### config.mk
export PLATFORM = sky130hd
export DESIGN_NAME = rle_pix_decoder
export DESIGN_NICKNAME = d
export VERILOG_FILES = /design/src/rtl/rle_pkg.sv /design/src/rtl/rle_reset_sync.sv /design/src/rtl/rle_raster_ctr.sv /design/src/rtl/rle_span_fsm.sv /design/src/rtl/rle_pix_decoder.sv
export SDC_FILE = /design/constraint.sdc
export NUM_CORES = 1
export LEC_CHECK = 0
export BUFFER_PORTS_ARGS = -buffer_cell sky130_fd_sc_hd__buf_2
export CAP_MARGIN = 10
export CORE_MARGIN = 4
export CORE_UTILIZATION = 45
export CTS_BUF_LIST = sky130_fd_sc_hd__clkbuf_16
export CTS_CLUSTER_DIAMETER = 60
export DETAILED_ROUTE_END_ITERATION = 8
export PLACE_DENSITY = 0.67
export SYNTH_ARGS = -nofsm -noshare
export SYNTH_HDL_FRONTEND = slang
export SYNTH_SLANG_ARGS = --single-unit
### constraint.sdc
create_clock -name clk -period 3.12 [get_ports clk]
set_input_delay 0.468 -clock clk [delete_from_list [all_inputs] [get_ports clk]]
set_output_delay 0.468 -clock clk [all_outputs]
set_load 0.05 [all_outputs]
### src/rtl/rle_pkg.sv
package rle_pkg;
  localparam int BYTE_W = 8;

  typedef enum logic [2:0] {
    ST_HDR,
    ST_CTRL,
    ST_COLR,
    ST_RUN,
    ST_LIT,
    ST_DONE
  } dec_st_e;
endpackage

### src/rtl/rle_reset_sync.sv
module rle_reset_sync #(
  parameter int STAGES = 2
) (
  input  logic clk,
  input  logic rst_n,
  output logic rst_sync_n
);
  logic [STAGES-1:0] sync_q;

  always_ff @(posedge clk or negedge rst_n) begin
    if (!rst_n) sync_q <= '0;
    else        sync_q <= {sync_q[STAGES-2:0], 1'b1};
  end

  assign rst_sync_n = sync_q[STAGES-1];
endmodule

### src/rtl/rle_raster_ctr.sv
module rle_raster_ctr #(
  parameter int DIM_W = 16
) (
  input  logic             clk,
  input  logic             rst_n,
  input  logic             clear,
  input  logic             step,
  input  logic [DIM_W-1:0] width,
  input  logic [DIM_W-1:0] height,
  output logic             eol,
  output logic             eoi
);
  logic [DIM_W-1:0] col_q, col_d;
  logic [DIM_W-1:0] row_q, row_d;
  logic             cnt_en;

  assign eol    = (col_q == width - 1'b1);
  assign eoi    = eol && (row_q == height - 1'b1);
  assign cnt_en = clear || step;

  always_comb begin
    col_d = col_q;
    row_d = row_q;
    if (clear) begin
      col_d = '0;
      row_d = '0;
    end else if (step) begin
      if (eol) begin
        col_d = '0;
        row_d = row_q + 1'b1;
      end else begin
        col_d = col_q + 1'b1;
      end
    end
  end

  always_ff @(posedge clk or negedge rst_n) begin
    if (!rst_n) begin
      col_q <= '0;
      row_q <= '0;
    end else if (cnt_en) begin
      col_q <= col_d;
      row_q <= row_d;
    end
  end

  AST_COL_IN_LINE: assert property (@(posedge clk) disable iff (!rst_n)
    (!clear && width != '0) |-> (col_q < width));
endmodule

### src/rtl/rle_span_fsm.sv
module rle_span_fsm
  import rle_pkg::*;
#(
  parameter int DIM_W = 16
) (
  input  logic              clk,
  input  logic              rst_n,
  input  logic              start,
  input  logic [BYTE_W-1:0] in_data,
  input  logic              in_valid,
  output logic              in_ready,
  output logic [BYTE_W-1:0] pix_data,
  output logic              pix_valid,
  input  logic              pix_ready,
  input  logic              img_last,
  output logic [DIM_W-1:0]  width,
  output logic [DIM_W-1:0]  height,
  output logic              hdr_phase,
  output logic              done
);
  localparam int LEN_W  = BYTE_W - 1;
  localparam int SPAN_W = LEN_W + 1;
  localparam int HB     = DIM_W / BYTE_W;
  localparam int HDR_N  = 2 * HB;
  localparam int IDX_W  = $clog2(HDR_N);

  dec_st_e           st_q, st_d;
  logic [IDX_W-1:0]  idx_q, idx_d;
  logic [DIM_W-1:0]  w_q, w_d, h_q, h_d, h_shift;
  logic [SPAN_W-1:0] span_q, span_d;
  logic [BYTE_W-1:0] col_q, col_d;
  logic              in_fire, pix_fire, hdr_last, dim_en, span_en, col_en;

  always_comb begin
    unique case (st_q)
      ST_RUN:  in_ready = 1'b0;
      ST_LIT:  in_ready = pix_ready;
      default: in_ready = 1'b1;
    endcase
    unique case (st_q)
      ST_RUN:  begin pix_valid = 1'b1;     pix_data = col_q;   end
      ST_LIT:  begin pix_valid = in_valid; pix_data = in_data; end
      default: begin pix_valid = 1'b0;     pix_data = '0;      end
    endcase
  end

  assign in_fire   = in_valid && in_ready;
  assign pix_fire  = pix_valid && pix_ready;
  assign hdr_last  = (idx_q == IDX_W'(HDR_N - 1));
  assign h_shift   = {in_data, h_q[DIM_W-1:BYTE_W]};
  assign width     = w_q;
  assign height    = h_q;
  assign hdr_phase = (st_q == ST_HDR);
  assign done      = (st_q == ST_DONE);

  always_comb begin
    st_d   = st_q;
    idx_d  = idx_q;
    w_d    = w_q;
    h_d    = h_q;
    span_d = span_q;
    col_d  = col_q;
    if (start) begin
      st_d  = ST_HDR;
      idx_d = '0;
    end else begin
      unique case (st_q)
        ST_HDR: if (in_fire) begin
          idx_d = idx_q + 1'b1;
          if (idx_q < IDX_W'(HB)) w_d = {in_data, w_q[DIM_W-1:BYTE_W]};
          else                    h_d = h_shift;
          if (hdr_last)
            st_d = (w_q == '0 || h_shift == '0) ? ST_DONE : ST_CTRL;
        end
        ST_CTRL: if (in_fire) begin
          span_d = (in_data[LEN_W-1:0] == '0) ? SPAN_W'(1 << LEN_W)
                                              : {1'b0, in_data[LEN_W-1:0]};
          st_d   = in_data[BYTE_W-1] ? ST_LIT : ST_COLR;
        end
        ST_COLR: if (in_fire) begin
          col_d = in_data;
          st_d  = ST_RUN;
        end
        ST_RUN, ST_LIT: if (pix_fire) begin
          span_d = span_q - 1'b1;
          if (img_last)                 st_d = ST_DONE;
          else if (span_q == SPAN_W'(1)) st_d = ST_CTRL;
        end
        default: ;
      endcase
    end
  end

  assign dim_en  = (st_q == ST_HDR) && in_fire && !start;
  assign span_en = !start && (((st_q == ST_CTRL) && in_fire) || pix_fire);
  assign col_en  = !start && (st_q == ST_COLR) && in_fire;

  always_ff @(posedge clk or negedge rst_n) begin
    if (!rst_n) begin
      st_q   <= ST_HDR;
      idx_q  <= '0;
      w_q    <= '0;
      h_q    <= '0;
      span_q <= '0;
      col_q  <= '0;
    end else begin
      st_q  <= st_d;
      idx_q <= idx_d;
      if (dim_en) begin
        w_q <= w_d;
        h_q <= h_d;
      end
      if (span_en) span_q <= span_d;
      if (col_en)  col_q  <= col_d;
    end
  end

  AST_RUN_HOLD: assert property (@(posedge clk) disable iff (!rst_n)
    (st_q == ST_RUN && !pix_ready && !start) |=> (pix_valid && $stable(pix_data)));
  AST_SPAN_LIVE: assert property (@(posedge clk) disable iff (!rst_n)
    (st_q == ST_RUN || st_q == ST_LIT) |-> (span_q != '0));
  AST_DONE_AFTER_LAST: assert property (@(posedge clk) disable iff (!rst_n)
    (pix_fire && img_last && !start) |=> done);
  AST_DONE_STICKY: assert property (@(posedge clk) disable iff (!rst_n)
    (done && !start) |=> (done && !pix_valid));
  AST_START_CLEARS: assert property (@(posedge clk) disable iff (!rst_n)
    start |=> (!done && !pix_valid));
endmodule

### src/rtl/rle_pix_decoder.sv
module rle_pix_decoder
  import rle_pkg::*;
#(
  parameter int DIM_W    = 16,
  parameter int RST_SYNC = 2
) (
  input  logic              clk,
  input  logic              rst_n,
  input  logic              start,
  input  logic [BYTE_W-1:0] in_data,
  input  logic              in_valid,
  output logic              in_ready,
  output logic [BYTE_W-1:0] pix_data,
  output logic              pix_transp,
  output logic              pix_eol,
  output logic              pix_eoi,
  output logic              pix_valid,
  input  logic              pix_ready,
  output logic              done
);
  logic             rst_sync_n;
  logic [DIM_W-1:0] width, height;
  logic             hdr_phase, eol, eoi;

  rle_reset_sync #(.STAGES(RST_SYNC)) i_rst (
    .clk(clk), .rst_n(rst_n), .rst_sync_n(rst_sync_n)
  );

  rle_span_fsm #(.DIM_W(DIM_W)) i_fsm (
    .clk(clk), .rst_n(rst_sync_n), .start(start),
    .in_data(in_data), .in_valid(in_valid), .in_ready(in_ready),
    .pix_data(pix_data), .pix_valid(pix_valid), .pix_ready(pix_ready),
    .img_last(eoi), .width(width), .height(height),
    .hdr_phase(hdr_phase), .done(done)
  );

  rle_raster_ctr #(.DIM_W(DIM_W)) i_raster (
    .clk(clk), .rst_n(rst_sync_n), .clear(start || hdr_phase),
    .step(pix_valid && pix_ready), .width(width), .height(height),
    .eol(eol), .eoi(eoi)
  );

  assign pix_transp = pix_valid && (pix_data == '0);
  assign pix_eol    = pix_valid && eol;
  assign pix_eoi    = pix_valid && eoi;
endmodule

# Word level (Yosys, flattened, before mapping)

Cells that the tools add are included.

Flip-flop bits (word level): 87
Bits in latches: 0
Bits in writable memories: 0
Bits in read-only memories: 0
Input port bits: 13
Output and inout port bits: 14
Memories kept: 0

Add/sub/neg operators: 6
Multiply operators: 0
Divide/modulo/power cells: 0
$lt $le $gt $ge: 1
Equality and inequality tests: 17
Shifts and indexed selects: 0
Muxes and demuxes: 27
Bitwise gates (word level): 2
Reductions and logical operators: 37

Operators with widths:

| operator                                              | number |
|---|---|
| 2-to-1 mux 16 bit                                     | 6 |
| adder 16 x 1 -> 16 bit, second input constant         | 2 |
| == test 16 bit                                        | 2 |
| logical NOT 16 bit                                    | 2 |
| case mux 8 bit (2 select lines)                       | 2 |
| subtractor 16 x 1 -> 16 bit, second input constant    | 2 |
| 2-to-1 mux 3 bit                                      | 10 |
| 2-to-1 mux 8 bit                                      | 3 |
| inequality test 3 x 2 -> 1 bit, second input constant | 5 |
| AND reduction 5 bit                                   | 3 |
| logical AND 1 bit                                     | 12 |
| case mux 3 bit (4 select lines)                       | 1 |
| nonzero test 2 bit                                    | 5 |
| == test 8 x 1 -> 1 bit, second input constant         | 1 |
| logical NOT 8 bit                                     | 1 |
| subtractor 8 x 1 -> 8 bit, second input constant      | 1 |
| logical NOT 7 bit                                     | 1 |
| AND reduction 7 bit                                   | 1 |
| == test 3 x 2 -> 1 bit, second input constant         | 2 |
| == test 3 bit, second input constant                  | 2 |
| 2-to-1 mux 2 bit                                      | 3 |
| nonzero test 5 bit                                    | 1 |
| logical OR 1 bit                                      | 4 |
| inequality test 2 x 1 -> 1 bit, second input constant | 2 |
| other kinds (13)                                      | 16 |

# Longest topological paths before layout

Depth after elaboration: 7
Mapped depth: 14
Depth with buffers taken out: 10

# Hierarchy

From an unflattened synthesis, not the netlist that was laid out.

Cells, all modules: 563
Area, all modules: 5477.8 µm²

Modules (own cells, without submodules):

| module          | instances | cells each | area an instance (µm²) |
|---|---|---|---|
| rle_span_fsm    | 1         | 228        | 2705.1 |
| rle_raster_ctr  | 1         | 325        | 2672.6 |
| rle_reset_sync  | 1         | 3          | 53.8 |
| rle_pix_decoder | 1         | 7          | 46.3 |

# Least setup slack after synthesis

No wires, ideal clock.

Kind: register to output
Start point: register i_fsm.w_q[0], in the netlist i_fsm.width[0]
End point: output port pix_eoi
Arrival: 3.312 ns
Required time: 2.652 ns
Slack: -0.660 ns
Cell stages (with the launch flop): 10
Path buffers: 1
Cell sequence: dfrtp_1 -> clkbuf_1 -> inv_1 -> ha_1 -> or4_1 -> a2111o_1 -> a22oi_1 -> nand4_1 -> or4_1 -> nor2_1

Word-level cells in the longest chain between the ends: 4

RTL lines:

| item                        | RTL line              | text |
|---|---|---|
| from (decl)                 | rle_span_fsm.sv:29    | `logic [DIM_W-1:0] w_q, w_d, h_q, h_d, h_shift;` |
| from (signal assigned)      | rle_span_fsm.sv:110   | `w_q <= w_d;` |
| subtractor 16 x 1 -> 16 bit | rle_raster_ctr.sv:17  | `assign eol = (col_q == width - 1'b1);` |
| == test 16 bit              | rle_raster_ctr.sv:17  |  |
| logical AND 1 bit           | rle_raster_ctr.sv:18  | `assign eoi = eol && (row_q == height - 1'b1);` |
| logical AND 1 bit           | rle_pix_decoder.sv:45 | `assign pix_eoi = pix_valid && eoi;` |
| to (decl)                   | rle_pix_decoder.sv:16 | `output logic pix_eoi,` |

Every way passes these cells.

# Worst setup path after layout

Ends and elaborated chain as after synthesis.

==> results.sh <==
export IMPL_layout_common_cells="85 x dfrtp_1, 80 x buf_4, 50 x nand2_1"
export IMPL_drc=0
export IMPL_path_clk_slew_ps=60
export IMPL_dieHeight_um=120
export IMPL_worst_pin_slew_ps=641
export IMPL_die_w_um=120
export IMPL_synth_top_cell_area_share=0.384
export IMPL_num_vias=5176
export IMPL_synth_adder_area_share=0.0155
export IMPL_finalWirelength_um=15500
export IMPL_postLayoutSetupSlackWorst_ps=-426
export IMPL_final_nets=742
export IMPL_hold_class="reg -> async"
export IMPL_drtPass1Iterations=7
export IMPL_seq_power_share=0.300
export IMPL_post_route_period_util=1.14
export IMPL_diodes=0
export IMPL_worstSetupEndpointType="output port"
export IMPL_synth_area_um2=5660
export IMPL_rsz0062_at_grt="true"
export IMPL_violations="negative setup slack"
export IMPL_synth_cell_types=62
export IMPL_synthTopCellsByArea="dfrtp_1 38%, mux2_2 7.4%, o21ai_0 3.7%"
export IMPL_core_um2=12200
export IMPL_final_hold_violation_count=0
export IMPL_path_class="reg -> out"
export IMPL_postRouteAntennaNets=0
export IMPL_pin_count=27
export IMPL_clk_latency_ps=340
export IMPL_synth_seq_area_share=0.384
export IMPL_synthCells=635
export IMPL_finalSetupTns_ps=-694
export IMPL_synthSimpleGateAreaFrac=0.241
export IMPL_power_switching_w=0.00221
export IMPL_cts_num_sinks=87
export IMPL_post_drt_wl_per_cell_um=17.4
export IMPL_clkPwrFrac=0.197
export IMPL_cts_root_buf="clkbuf_16"
export IMPL_switching_share=0.403
export IMPL_yosys_warnings=0
export IMPL_ys_async_sr_fraction=1.00
export IMPL_grt_first_pass_wirelength_um=25300
export IMPL_ys_ff_latch=87
export IMPL_antenna_found_initial=0
export IMPL_fillers=1038
export IMPL_hold_slack_ps=330
export IMPL_slew_headroom=0.569
export IMPL_grt_overflow=0
export IMPL_drt_iter0_drc=276
export IMPL_crit_chain="inv_2, ha_4, or4_1, a2111o_1, a22oi_2, nand4_1, or4_4, nor2_4, buf_6"
export IMPL_powerDensity_nw_per_um2=787
export IMPL_final_common_cell="dfrtp_1"
export IMPL_skew_ps=9.89
export IMPL_utilization=0.574
export IMPL_die_area_um2=14400
export IMPL_cp_start_kind="register"
export IMPL_crit_slowest_cell="or4_4"
export IMPL_layout_drive_gt1_share=0.275
export IMPL_grt_max_degree=47
export IMPL_p_comb_frac=0.503
export IMPL_dpl_cell_area_um2=6430
export IMPL_syn2layout_area_growth_pct=23.2
export IMPL_outcome="complete, but fails checks"
export IMPL_synth_compound_area_frac=0.172
export IMPL_start_util=0.466
export IMPL_synth_top_family_by_area="simple AND/OR/NAND/NOR gates"
export IMPL_critPathMaxStageDelay_ps=540
export IMPL_slew_viol_final=0
export IMPL_synth_largest_area_cell="dfrtp_1"
export IMPL_clock_fmax_ghz=0.282
export IMPL_irDropWorstVdd_v=0.000472
export IMPL_grt_pass1_vias=5000
export IMPL_maxCapViolCount=0
export IMPL_synthXorXnorAreaFrac=0.0588
export IMPL_grtUsageTotal=0.218
export IMPL_layout_min_cycle_time_ps=3550
export IMPL_synth_edf_count=0
export IMPL_vias_per_cell=5.78
export IMPL_setup_viol=7
export IMPL_synthMuxAreaShare=0.0815
export IMPL_clockBufferDepth=2
export IMPL_cp_data_arrival_time_ps=3080
export IMPL_critical_path_required_ps=2650
export IMPL_path_max_fanout=4
export IMPL_finalPower_w=0.00549
export IMPL_p_leak_nw=2.99
export IMPL_htree_levels=3
export IMPL_dp_final_hpwl_um=11400
export IMPL_cts_tree="yes"
export IMPL_synth_nets=655
export IMPL_cts_made_buffers=9
export IMPL_synth_avg_cell_area_um2=8.92
export IMPL_fin_area_um2=6980
export IMPL_synthFlopType="dfrtp_1"
export IMPL_gp_congestion=0.954
export IMPL_internal_power_w=0.00328
export IMPL_fp_row_count=40
export IMPL_portBuffers=26
==> layer usage <==
| layer | track usage | share of wire | vias up |
|---|---|---|---|
| met4 | 0.0694 | 0.019 | 0 |
| met3 | 0.0281 | 0.047 | 25 |
| met1 | 0.298 | 0.45 | 2487 |
| met2 | 0.361 | 0.48 | 149 |
| li1 | - | - | 2515 |
| met5 | 0 | 0 | - |
==> final timing paths <==
check                                 from                 end  slack [ps]  depth (start not counted)
setup reg to reg            i_fsm.width[0]       i_fsm.st_q[0]        -170                         11
hold reg to reg            i_rst.sync_q[1]    i_fsm.height[11]         330                          0
max in group asynchronous  i_rst.sync_q[1]  i_raster.col_q[12]        2050                          1
setup / recovery            i_fsm.width[0]             pix_eoi        -430                          9
min in group clk           i_rst.sync_q[0]     i_rst.sync_q[1]         370                          0
hold / removal             i_rst.sync_q[1]    i_fsm.height[11]         330                          0
==> layout make-up <==
| type | count | area (µm²) | share of cell area |
|---|---|---|---|
| clock inverters | 7 | 71.3 | 0.0102 |
| inverters | 26 | 97.6 | 0.0140 |
| flip-flops and latches | 87 | 2180 | 0.313 |
| clock buffers | 9 | 225 | 0.0323 |
| well taps | 168 | 210 | 0.0301 |
| repair buffers | 109 | 779 | 0.112 |
| multi-input cells | 489 | 3410 | 0.489 |
==> sequential cells by signal, summed over array words and instances, names as in the netlist <==
signal          flops
i_fsm.height       16
i_fsm.width        16
i_raster.col_q     16
i_raster.row_q     16
i_fsm.col_q         8
i_fsm.span_q        8
i_fsm.st_q          3
i_fsm.idx_q         2
i_rst.sync_q        2
==> through the flow <==
| stage | instances | setup WS, ps |
|---|---|---|
| 3_3_place_gp | 866 | -180 |
| 6_report | 895 | -426 |
| 3_5_place_dp | 866 | -225 |
| 2_1_floorplan | 635 | -60.1 |
| 4_1_cts | 891 | -425 |
| 5_1_grt | 895 | -556 |
==> logic make-up after synthesis <==
group                    count (synthesis)
AND/OR/NAND/NOR                        250
AO/OA/AOI/OAI                          150
flip-flops                              87
buffers and inverters                   61
multiplexers                            41
XOR/XNOR                                38
adder cells (fa/ha/maj)                  7
other                                    1
==> what timing repair did <==
item,in CTS,in global routing
hold buffers,1,0
cloned,0,2
buffers inserted,9,2
endpoints found under the setup margin,4,32
pin swaps,13,2
gates resized for setup,26,9
hold endpoints to repair,2,0
==> critical path: cells and delay by family (launching register included) <==
family	cells	cell delay [ps]
simple gates	4	1360
buf+inv	2	230
fa+ha+maj	1	160
compound gates	2	580
flops	1	400
==> cell usage after synthesis, types with 3 or more instances <==
cell type,n
a211oi_1,6
a21o_1,7
a21oi_1,34
a22o_1,10
a22oi_1,3
a31oi_1,5
and2_1,3
and3_1,6
and4_1,5
buf_6,4
clkbuf_1,29
dfrtp_1,87
ha_1,7
inv_1,26
mux2_2,37
mux2i_1,3
nand2_1,50
nand2b_1,10
nand3_1,15
nand3b_1,7
nand4_1,14
nand4b_1,4
nor2_1,48
nor2b_1,6
nor3_1,20
nor3b_1,3
nor4_1,16
o211ai_1,7
o21ai_0,42
o22ai_1,3
o31ai_1,13
or2_2,4
or3_1,13
or4_1,17
xnor2_1,19
xor2_1,19
==> power by group through the flow <==
stage,Combinational (W),Sequential [W],Clock (W)
3_5_place_dp,0.00252,0.00167,0
3_3_place_gp,0.00245,0.00165,0
4_1_cts,0.00267,0.00165,0.00111
6_report,0.00276,0.00165,0.00108
5_1_grt,0.00301,0.00169,0.00116
2_1_floorplan,0.00171,0.00160,0
No activity file was read; power rests on OpenSTA's default activity.
